File: config.mk
export PLATFORM = sky130hd
export DESIGN_NAME = vmask_unit
export DESIGN_NICKNAME = d
export VERILOG_FILES = /design/src/rtl/vmask_pkg.sv /design/src/rtl/vmask_bank.sv /design/src/rtl/vmask_lowest.sv /design/src/rtl/vmask_unit.sv
export SDC_FILE = /design/constraint.sdc
export NUM_CORES = 1
export LEC_CHECK = 0
export ABC_CLOCK_PERIOD_IN_PS = 3500
export BUFFER_PORTS_ARGS = -buffer_cell sky130_fd_sc_hd__buf_2
export CAP_MARGIN = 5
export CORE_MARGIN = 10
export CORE_UTILIZATION = 35
export DETAILED_ROUTE_END_ITERATION = 7
export PLACE_DENSITY = 0.55
export SYNTH_ARGS = -nofsm -noshare
export SYNTH_HDL_FRONTEND = slang
export SYNTH_SLANG_ARGS = --single-unit
export TNS_END_PERCENT = 10
File: constraint.sdc
create_clock -name clk -period 3.5 [get_ports clk]
set_clock_uncertainty 0.1 [all_clocks]
set_input_delay 0.7 -clock clk [delete_from_list [all_inputs] [get_ports clk]]
set_output_delay 0.7 -clock clk [all_outputs]
set_load 0.02 [all_outputs]
File: src/rtl/vmask_pkg.sv
package vmask_pkg;
  typedef enum logic [1:0] {
    OP_ADD_SEQ   = 2'd0,
    OP_ADD_DENSE = 2'd1,
    OP_MASK_ALL  = 2'd2,
    OP_MASK_GT   = 2'd3
  } vop_e;

  typedef enum logic {
    ST_IDLE = 1'b0,
    ST_RUN  = 1'b1
  } vstate_e;
endpackage

File: src/rtl/vmask_bank.sv
module vmask_bank #(
  parameter int NEL = 16,
  localparam int IW = (NEL > 1) ? $clog2(NEL) : 1
) (
  input  logic           clk,
  input  logic           rst,
  input  logic           set_all,
  input  logic           upd_en,
  input  logic [IW-1:0]  upd_idx,
  input  logic           upd_bit,
  output logic [NEL-1:0] mask
);
  for (genvar g = 0; g < NEL; g++) begin : g_bit
    always_ff @(posedge clk) begin
      if (rst)                                  mask[g] <= 1'b1;
      else if (set_all)                         mask[g] <= 1'b1;
      else if (upd_en && upd_idx == IW'(g))     mask[g] <= upd_bit;
    end
  end

  assert_set_all_R6: assert property (@(posedge clk) disable iff (rst)
    set_all |=> (&mask));

  assert_cmp_update_R7: assert property (@(posedge clk) disable iff (rst)
    (upd_en && !set_all) |=> (mask[$past(upd_idx)] == $past(upd_bit)));
endmodule

File: src/rtl/vmask_lowest.sv
module vmask_lowest #(
  parameter int N = 16,
  localparam int IW = (N > 1) ? $clog2(N) : 1
) (
  input  logic [N-1:0]  vec,
  output logic          found,
  output logic [IW-1:0] pos
);
  always_comb begin
    found = 1'b0;
    pos   = '0;
    for (int i = N - 1; i >= 0; i--) begin
      if (vec[i]) begin
        found = 1'b1;
        pos   = IW'(i);
      end
    end
  end

  always_comb begin
    if (found) begin
      assert_pick_hit_R4: assert (vec[pos]);
      assert_pick_lowest_R4: assert ((vec & ((N'(1) << pos) - N'(1))) == '0);
    end
  end
endmodule

File: src/rtl/vmask_unit.sv
module vmask_unit
  import vmask_pkg::*;
#(
  parameter int MAXVL = 16,
  parameter int EW    = 16,
  localparam int IW   = (MAXVL > 1) ? $clog2(MAXVL) : 1,
  localparam int VLW  = $clog2(MAXVL + 1)
) (
  input  logic           clk,
  input  logic           rst,
  input  logic           cmd_valid,
  input  logic [1:0]     cmd_op,
  input  logic [VLW-1:0] cmd_vlen,
  input  logic [EW-1:0]  cmd_scalar,
  output logic           busy,
  output logic           done,
  output logic [IW-1:0]  rd_idx,
  input  logic [EW-1:0]  rd_a,
  input  logic [EW-1:0]  rd_b,
  output logic           wr_en,
  output logic [IW-1:0]  wr_idx,
  output logic [EW-1:0]  wr_data
);
  vstate_e          state_q;
  vop_e             op_q;
  logic [VLW-1:0]   vl_q;
  logic [VLW-1:0]   idx_q;
  logic [EW-1:0]    scal_q;
  logic [MAXVL-1:0] pend_q;

  logic [VLW-1:0]   vl_eff;
  logic [MAXVL-1:0] len_mask;
  logic [MAXVL-1:0] mask;
  logic             accept;
  logic             pick_found;
  logic [IW-1:0]    pick_pos;
  logic             set_all, upd_en, upd_bit;
  logic             seq_end;
  logic [EW-1:0]    sum;

  assign accept  = cmd_valid && (state_q == ST_IDLE);
  assign vl_eff  = (cmd_vlen > VLW'(MAXVL)) ? VLW'(MAXVL) : cmd_vlen;
  assign seq_end = (idx_q == vl_q);
  assign sum     = rd_a + rd_b;
  assign busy    = (state_q == ST_RUN);
  assign rd_idx  = (op_q == OP_ADD_DENSE) ? pick_pos : idx_q[IW-1:0];

  always_comb begin
    for (int i = 0; i < MAXVL; i++) len_mask[i] = (i < int'(vl_eff));
  end

  always_comb begin
    set_all = busy && (op_q == OP_MASK_ALL);
    upd_en  = busy && (op_q == OP_MASK_GT) && !seq_end;
    upd_bit = rd_a > scal_q;
  end

  vmask_bank #(.NEL(MAXVL)) u_bank (
    .clk(clk), .rst(rst), .set_all(set_all), .upd_en(upd_en),
    .upd_idx(idx_q[IW-1:0]), .upd_bit(upd_bit), .mask(mask)
  );

  vmask_lowest #(.N(MAXVL)) u_pick (
    .vec(pend_q), .found(pick_found), .pos(pick_pos)
  );

  always_ff @(posedge clk) begin
    if (rst) begin
      state_q <= ST_IDLE;
      op_q    <= OP_ADD_SEQ;
      vl_q    <= '0;
      idx_q   <= '0;
      scal_q  <= '0;
      pend_q  <= '0;
      wr_en   <= 1'b0;
      wr_idx  <= '0;
      wr_data <= '0;
      done    <= 1'b0;
    end else begin
      wr_en <= 1'b0;
      done  <= 1'b0;
      if (accept) begin
        state_q <= ST_RUN;
        op_q    <= vop_e'(cmd_op);
        vl_q    <= vl_eff;
        idx_q   <= '0;
        scal_q  <= cmd_scalar;
        pend_q  <= mask & len_mask;
      end else if (busy) begin
        case (op_q)
          OP_ADD_SEQ, OP_MASK_GT: begin
            if (seq_end) begin
              state_q <= ST_IDLE;
              done    <= 1'b1;
            end else begin
              idx_q <= idx_q + 1'b1;
              if (op_q == OP_ADD_SEQ) begin
                wr_en   <= mask[idx_q[IW-1:0]];
                wr_idx  <= idx_q[IW-1:0];
                wr_data <= sum;
              end
            end
          end
          OP_ADD_DENSE: begin
            if (!pick_found) begin
              state_q <= ST_IDLE;
              done    <= 1'b1;
            end else begin
              wr_en            <= 1'b1;
              wr_idx           <= pick_pos;
              wr_data          <= sum;
              pend_q[pick_pos] <= 1'b0;
            end
          end
          default: begin
            state_q <= ST_IDLE;
            done    <= 1'b1;
          end
        endcase
      end
    end
  end

  assert_accept_R2: assert property (@(posedge clk) disable iff (rst)
    (cmd_valid && !busy) |=> busy);

  assert_done_pulse_R8: assert property (@(posedge clk) disable iff (rst)
    done |-> (!busy && $past(busy)));

  assert_done_single_R8: assert property (@(posedge clk) disable iff (rst)
    done |=> !done);

  assert_write_in_len_R5: assert property (@(posedge clk) disable iff (rst)
    wr_en |-> ({1'b0, wr_idx} < {1'b0, vl_q}));

  assert_write_order_R4: assert property (@(posedge clk) disable iff (rst)
    (wr_en && $past(wr_en)) |-> (wr_idx > $past(wr_idx)));

  assert_write_busy_R3: assert property (@(posedge clk) disable iff (rst)
    wr_en |-> $past(busy));
endmodule

Word-level counts from Yosys, hierarchy flattened:

Index checks and enable logic that the tools add are counted.

* bits of input ports: 58
* output and inout port bits: 27
* bits in registers: 83
* word-level logic and storage cells: 173

* equality and inequality tests: 22
* $lt $le $gt $ge: 21
* $add $sub $neg: 2
* mux-type cells: 61
* bitwise logic cells: 6
* reduce and logical (&&, ||, !) cells: 35

Operator list (number)
* 2-to-1 mux 16 bit: 7
* 2-to-1 mux 4 bit: 20
* < comparator 4 x 5 -> 1 bit, first input constant: 8
* bitwise AND 16 bit: 2
* equality test 4 bit, second input constant: 8
* one-hot mux 16 bit (2 select lines): 1
* 2-to-1 mux 1 bit: 26
* logical AND 1 bit: 21
* < comparator 3 x 5 -> 1 bit, first input constant: 4
* adder 16 bit: 1
* equality test 4 x 3 -> 1 bit, second input constant: 4
* greater-than comparator 16 bit: 1
* inverter 16 bit: 1
* < comparator 1 x 5 -> 1 bit, first input constant: 2
* < comparator 2 x 5 -> 1 bit, first input constant: 2
* < comparator 4 x 5 -> 1 bit, second input constant: 2
* equality test 4 x 2 -> 1 bit, second input constant: 2
* one-hot mux 4 bit (2 select lines): 1
* nonzero test 2 bit: 4
* != test 2 bit, second input constant: 3
* one-hot mux 1 bit (2 select lines): 3
* AND reduction 3 bit: 2
* AND reduction 6 bit: 1
* OR reduction 2 bit: 3
* 15 further kinds: 18

Depth between registers and ports, before layout:

Gate-level depths: netlist of run 1.

* depth after elaboration: 26
* depth in mapped cells: 9

By module:

A second synthesis of run 1 with hierarchy kept.

* cell total of the unflattened synthesis: 628
* area total of the unflattened synthesis: 5116.2 um^2

Modules (own cells, without submodules)
* vmask_unit: cells an instance 513, area an instance 4262.8 um^2, instances 1
* vmask_bank: cells an instance 82, area an instance 674.4 um^2, instances 1
* vmask_lowest: cells an instance 33, area an instance 178.9 um^2, instances 1

Worst setup path before layout of run 1:

OpenSTA, ideal clock, no wires.

* path kind: input to register
* start: input rd_a[0]
* end: register wr_data[14]
* arrival: 2.535 ns
* library setup time: 0.062 ns
* setup slack: 0.803 ns
* cell stages on the path: 9
* cell sequence: ha_1 inv_1 fa_1 and2b_1 o31ai_2 a21oi_1 a2111o_1 a2111o_1 nand3_1

* word-level cells in the longest chain between the ends: 4

Ends and longest elaborated chain
* start, declared: line vmask_unit.sv:18 `input logic [EW-1:0] rd_a,`
* adder 16 bit *: line vmask_unit.sv:44 `assign sum = rd_a + rd_b;`
* 2-to-1 mux 16 bit: line vmask_unit.sv:97 `if (op_q == OP_ADD_SEQ) begin`
* 2-to-1 mux 16 bit: line vmask_unit.sv:92 `if (seq_end) begin`
* one-hot mux 16 bit (2 select lines) *: line vmask_unit.sv:90 `case (op_q)`
* end signal, assigned: line vmask_unit.sv:100 `wr_data <= sum;`
* end signal, assigned: line vmask_unit.sv:111 `wr_data <= sum;`
* end, declared: line vmask_unit.sv:22 `output logic [EW-1:0] wr_data`

Mark *: on every way between the ends. The rest lies on a longest branch, timed or not. The select of a mux whose other input is x is not followed.
A chain may end at the register's enable or synchronous reset.

Worst setup path in the final report of run 1:

* start: register pend_q[2]
* end: output rd_idx[0]

* word-level cells in the longest chain between the ends: 4

Ends and longest elaborated chain
* start, declared: line vmask_unit.sv:29 `logic [MAXVL-1:0] pend_q;`
* start signal, assigned: line vmask_unit.sv:88 `pend_q <= mask & len_mask;`
* 2-to-1 mux 4 bit (3 in series): line vmask_lowest.sv:13 `if (vec[i]) begin`
* 2-to-1 mux 4 bit: line vmask_unit.sv:46 `assign rd_idx = (op_q == OP_ADD_DENSE) ? pick_pos : idx_q[IW-1:0];`
* end, declared: line vmask_unit.sv:17 `output logic [IW-1:0] rd_idx,`

Every way passes these cells.

==> results.sh, run 1 <==
export IMPL_outcome="completed"
export IMPL_postSynthAreaPerCell_um2=8.167
export IMPL_hold_viol=0
export IMPL_worst_pin_slew_ns=0.8076
export IMPL_synth_top_area_frac=0.3313
export IMPL_start_util=0.3599
export IMPL_async_reset_ff_frac=0
export IMPL_leakagePower_nw=2.375
export IMPL_endpoint="rd_idx[0]"
export IMPL_yosys_area_top_type="dfxtp_1"
export IMPL_cts_tree="done"
export IMPL_clock_sinks=83
export IMPL_cts_repair_resized=0
export IMPL_min_path_cells=2
export IMPL_die_area_mm2=0.01952
export IMPL_cts_buffer_depth=2
export IMPL_ys_types=67
export IMPL_htree_levels=3
export IMPL_grt_ovfl_total=0
export IMPL_min_period_ns=2.826
export IMPL_arrival_ns=2.03
export IMPL_vdd_ir_drop_max_v=0.0002418
export IMPL_die_y_um=139.7
export IMPL_top_usage_layer="met2"
export IMPL_grt_use_met2=0.2259
export IMPL_final_common_cell="buf_2"
export IMPL_setup_viol=0
export IMPL_r2r_start="op_q[1]"
export IMPL_finalCritPeriodShare=0.8073
export IMPL_use_met1=0.1927
export IMPL_portBuffers=84
export IMPL_drt_initial_drc_count=346
export IMPL_vias_per_cell=5.326
export IMPL_fill_cells=1433
export IMPL_drv_cap=0
export IMPL_r2r_end="wr_data[11]"
export IMPL_ys_seq_area_frac=0.3313
export IMPL_path_max_fanout=5
export IMPL_synth_edf_count=0
export IMPL_synthesis_instances=614
export IMPL_grt_first_pass_wirelength_um=23750
export IMPL_n_antenna_cell=0
export IMPL_std_cell_rows=43
export IMPL_max_stage_delay_ns=0.49
export IMPL_power_density_mw_per_mm2=434.3
export IMPL_ys_ff_latch=83
export IMPL_worstSetupStartpoint="pend_q[2]"
export IMPL_synth_area_mm2=0.005015
export IMPL_final_max_slew_violation_count=0
export IMPL_crit_slowest_cell="dfxtp_1"
export IMPL_clkTransAtPathRegs_ns=0.06
export IMPL_grt_usage=0.1442
export IMPL_final_cell_mix="84 x buf_2, 83 x dfxtp_1, 74 x nand2_1"
export IMPL_clkLatencyLatePin_ns=0.33
export IMPL_drcViolationCount=0
export IMPL_totalWireLength_um=14430
export IMPL_reg2reg_slack_ns=0.90
export IMPL_drive_gt1_frac=0.1788
export IMPL_synth_ff_type="dfxtp_1"
export IMPL_grt_pass1_vias=4684
export IMPL_p_total_mw=2.548
export IMPL_placed_cell_area_mm2=0.005572
export IMPL_ant_nets=0
export IMPL_dp_hpwl_um=11400
export IMPL_cts_root_buf="clkbuf_16"
export IMPL_final_setup_worst_slack_ns=0.6743
export IMPL_wire_per_inst_um=16.63
export IMPL_core_mm2=0.01393
export IMPL_cts_inserted_buffers=9
export IMPL_finalSetupTns_ns=0
export IMPL_preCtsSetupSlack_ns=0.5038
export IMPL_vias=4623
export IMPL_whs_ns=0.3457
export IMPL_syn_num_nets=713
export IMPL_area_delta_synth_final_pct=16.99
export IMPL_worstSetupPathType="reg2out"
export IMPL_cp_data_required_time_ns=2.70
export IMPL_use_met3=0.02790
export IMPL_worstRegToRegCells=6
export IMPL_dr_pass1_iters=4
export IMPL_critPathLaunchType="flip-flop"
export IMPL_synth_area_top_cells="dfxtp_1 33%, ha_1 10%, a21oi_1 7.0%, nand2_1 5.5%, o21ai_0 3.8%"
export IMPL_fin_cells=868
export IMPL_cp_cell_sequence="nor3_1 -> o21ai_0 -> a21oi_1 -> o31ai_1 -> mux2i_1 -> buf_2"
export IMPL_gp_congestion=0.9201
export IMPL_min_path_type="reg2reg"
export IMPL_cts_hold_fix_buffers=0
export IMPL_pin_count=85
export IMPL_yosysWarnings=0
export IMPL_dp_cells=853
export IMPL_post_cts_setup_buffers=0
export IMPL_relSlewSlack=0.4616
export IMPL_postLayoutCellArea_mm2=0.005867
export IMPL_fmax_mhz=353.9
export IMPL_fin_util=0.4210
export IMPL_end_kind="output pin"
export IMPL_grt_setup_unrepaired="no"
export IMPL_die_w_um=139.7
export IMPL_nNetsFinal=783
export IMPL_grt_antenna_before_repair=0
export IMPL_grt_max_degree=33
==> final cells by class <==
cell class                 count  area [um2]  area share
sequential                    83        1662      0.2832
timing repair buffer          91       473.0     0.08061
tap                          180       225.2     0.03839
inverter                      35       131.4     0.02239
multi-input combinational    464        3080      0.5251
clock buffer                  13       260.3     0.04436
clock inverter                 2       35.03    0.005971
==> critical path: cells and delay by family, from the launching register on <==
kind / cells / cell delay, ns
flops: 1 / 0.49
simple gates: 1 / 0.10
buf+inv: 1 / 0.22
mux: 1 / 0.23
compound gates: 3 / 0.67
==> Yosys cell counts, drive strengths merged, types with 8 or more instances <==
cell type  number
o311ai         11
nand3b         11
nor2           38
nor2b           8
nand2          74
clkbuf         23
buf             9
dfxtp          83
xnor2          12
a21oi          70
inv            35
o21ai          42
nand4          11
ha             40
nand3          27
o21a           11
==> cell families (layout without fill, tap and decap cells) <==
kind of cell | count (synthesis) | after routing | share of synthesized area
AND/OR/NAND/NOR | 209 | 209 | 0.2078
AO/OA/AOI/OAI | 191 | 191 | 0.2480
flip-flops | 83 | 83 | 0.3313
buffers and inverters | 67 | 141 | 0.05489
adder cells (fa/ha/maj) | 41 | 41 | 0.1038
XOR/XNOR | 17 | 17 | 0.02969
multiplexers | 6 | 6 | 0.02445
==> worst min path at each step <==
stage	from	to	slack (ns)
floorplan	scal_q[10]	scal_q[10]	0.34
global placement	wr_data[4]	wr_data[4]	0.34
detailed placement	wr_data[5]	wr_data[5]	0.34
CTS	wr_data[5]	wr_data[5]	0.35
global route	wr_data[5]	wr_data[5]	0.37
finish	wr_data[5]	wr_data[5]	0.35
==> power by group <==
part,switching (mW),internal (mW)
sequential,0.0493,0.998
combinational,0.331,0.219
clock,0.364,0.587
total,0.744,1.80
==> sequential cells by signal (all words and copies together) (netlist names), 2 cells and up <==
signal       cells
vl_q             5
wr_idx           4
wr_data         16
pend_q          16
op_q             2
scal_q          16
idx_q            5
u_bank.mask     16
==> routing by layer <==
layer / vias up / wire length [um]
li1: 2361 / -
met5: - / 0
met1: 2152 / 7088
met4: 0 / 291
met2: 90 / 6431
met3: 20 / 622
(Power assumes the default switching activity.)
==> run 2, diff against run 1 <==
- ABC_CLOCK_PERIOD_IN_PS: 3500 -> 2500
- PLACE_DENSITY: 0.55 -> 0.57
- clock period: 3.5 -> 2.5 ns (I/O delays scaled with it)
==> run 2 against run 1 <==
  * Via count is 2.6% higher
  * Sequential power is 39% higher
  * Die area stayed put
  * Worst hold slack worse by 0.047 ns
  * Non-clock buffer count is 33 higher
  * Cell count is 3.7% higher
  * Global-route usage is 0.37 points higher
  * Largest cell class unchanged
  * Sequential share of layout area is 1.4 points lower
==> results.sh, run 2 (synthesized netlist as in run 1, its figures left out) <==
export IMPL_p_int_mw=2.604
export IMPL_r2r_start="op_q[1]"
export IMPL_die_area_mm2=0.01952
export IMPL_wl_met1_um=6918
export IMPL_cts_root_buf="clkbuf_16"
export IMPL_die_y_um=139.7
export IMPL_grt_max_degree=29
export IMPL_critPathLaunchType="flip-flop"
export IMPL_htree_levels=3
export IMPL_cts_hold_fix_buffers=0
export IMPL_drcViolationCount=0
export IMPL_grt_antenna_before_repair=0
export IMPL_clkTransAtPathRegs_ns=0.06
export IMPL_power_density_mw_per_mm2=595.8
export IMPL_totalWireLength_um=14530
export IMPL_preCtsSetupSlack_ns=-0.2315
export IMPL_ant_nets=0
export IMPL_min_period_ns=2.423
export IMPL_relSlewSlack=0.5125
export IMPL_die_w_um=139.7
export IMPL_wire_per_inst_um=16.14
export IMPL_grt_usage=0.1479
export IMPL_final_setup_worst_slack_ns=0.07715
export IMPL_vdd_ir_drop_max_v=0.0003293
export IMPL_drv_cap=0
export IMPL_final_max_slew_violation_count=0
export IMPL_reg2reg_slack_ns=0.32
export IMPL_met3_length_um=583
export IMPL_clock_sinks=83
export IMPL_grt_pass1_vias=4822
export IMPL_vias_per_cell=5.271
export IMPL_core_mm2=0.01393
export IMPL_clockPowerShare=0.371
export IMPL_pin_count=85
export IMPL_cts_tree="done"
export IMPL_grt_ovfl_total=0
export IMPL_min_path_cells=3
export IMPL_power_switching_mw=1.081
export IMPL_hold_path_end="scal_q[5]"
export IMPL_clkLatencyLatePin_ns=0.34
export IMPL_worstSetupStartpoint="pend_q[2]"
export IMPL_hold_start="cmd_scalar[5]"
export IMPL_path_max_fanout=5
export IMPL_outcome="completed"
export IMPL_grt_first_pass_wirelength_um=24140
export IMPL_finalCritPeriodShare=0.9691
export IMPL_n_antenna_cell=0
export IMPL_drive_gt1_frac=0.2333
export IMPL_grt_setup_unrepaired="yes"
export IMPL_cp_data_required_time_ns=1.90
export IMPL_vias=4744
export IMPL_end_kind="output pin"
export IMPL_seqPwrFrac=0.395
export IMPL_worstRegToRegCells=7
export IMPL_fmax_mhz=412.7
export IMPL_setup_viol=0
export IMPL_arrival_ns=1.82
export IMPL_worst_pin_slew_ns=0.7286
export IMPL_postLayoutCellArea_mm2=0.006183
export IMPL_drt_initial_drc_count=418
export IMPL_final_cell_mix="83 x buf_2, 82 x dfxtp_1, 74 x nand2_1"
export IMPL_dr_pass1_iters=4
export IMPL_top_layer="met4"
export IMPL_worstSetupPathType="reg2out"
export IMPL_final_common_cell="buf_2"
export IMPL_std_cell_rows=43
export IMPL_placed_cell_area_mm2=0.005832
export IMPL_dp_hpwl_um=11570
export IMPL_p_comb_frac=0.234
export IMPL_gp_congestion=0.8595
export IMPL_swShare=0.2933
export IMPL_start_util=0.3599
export IMPL_nNetsFinal=816
export IMPL_wl_met2_um=6663
export IMPL_area_delta_synth_final_pct=23.30
export IMPL_portBuffers=84
export IMPL_hold_viol=0
export IMPL_finalSetupTns_ns=0
export IMPL_leakagePower_nw=2.558
export IMPL_min_path_type="in2reg"
export IMPL_r2r_end="wr_data[11]"
export IMPL_post_cts_setup_buffers=0
export IMPL_cts_inserted_buffers=9
export IMPL_fill_cells=1417
export IMPL_cts_buffer_depth=2
[run 2: final cells by class]
cell class                 instances  area [um2]  area share
sequential                        83        1663      0.2689
timing repair buffer             124       735.7      0.1190
clock inverter                     2       35.03    0.005666
inverter                          35       131.4     0.02125
clock buffer                      12       266.5     0.04310
multi-input combinational        464        3127      0.5057
tap                              180       225.2     0.03642
[run 2: metal layers]
| metal | vias up | GRT usage |
|---|---|---|
| li1 | 2428 | - |
| met1 | 2197 | 0.1906 |
| met2 | 95 | 0.2336 |
| met5 | - | 0 |
| met3 | 24 | 0.03368 |
| met4 | 0 | 0.05652 |
[run 2: power by group through the flow]
stage | clock network (mW) | registers (mW) | logic (mW)
CTS | 1.39 | 1.45 | 0.858
floorplan | 0 | 1.50 | 0.513
global route | 1.45 | 1.47 | 0.962
global placement | 0 | 1.48 | 0.826
detailed placement | 0 | 1.48 | 0.839
finish | 1.37 | 1.46 | 0.862
[run 2: worst max-delay path by stage]
stage	end	slack [ns]
CTS	rd_idx[0]	0.002
global placement	wr_data[14]	-0.16
global route	rd_idx[2]	-0.04
detailed placement	wr_data[14]	-0.23
finish	rd_idx[0]	0.08
floorplan	wr_data[14]	0.003
[run 2: worst max-delay path, cell delays in order (launching register included)]
cell     delay [ns]
dfxtp_2        0.36
nor3_1         0.20
o21ai_0        0.14
a21oi_2        0.24
o31ai_4        0.12
mux2i_2        0.23
buf_4          0.19
[run 2: stage by stage]
step / utilization / std cells / hold WS, ns / power, mW
floorplan: - / 614 / 0.3363 / 2.017
global placement: 0.4185 / 886 / 0.3365 / 2.306
detailed placement: 0.4185 / 886 / 0.3469 / 2.322
CTS: 0.4420 / 900 / 0.2897 / 3.704
global route: 0.4437 / 900 / 0.2950 / 3.880
finish: 0.4437 / 900 / 0.2983 / 3.684
[run 2: repair_timing]
item,CTS,global route
resized for setup,6,8
endpoints found under the setup margin,3,18
pin swaps,1,1
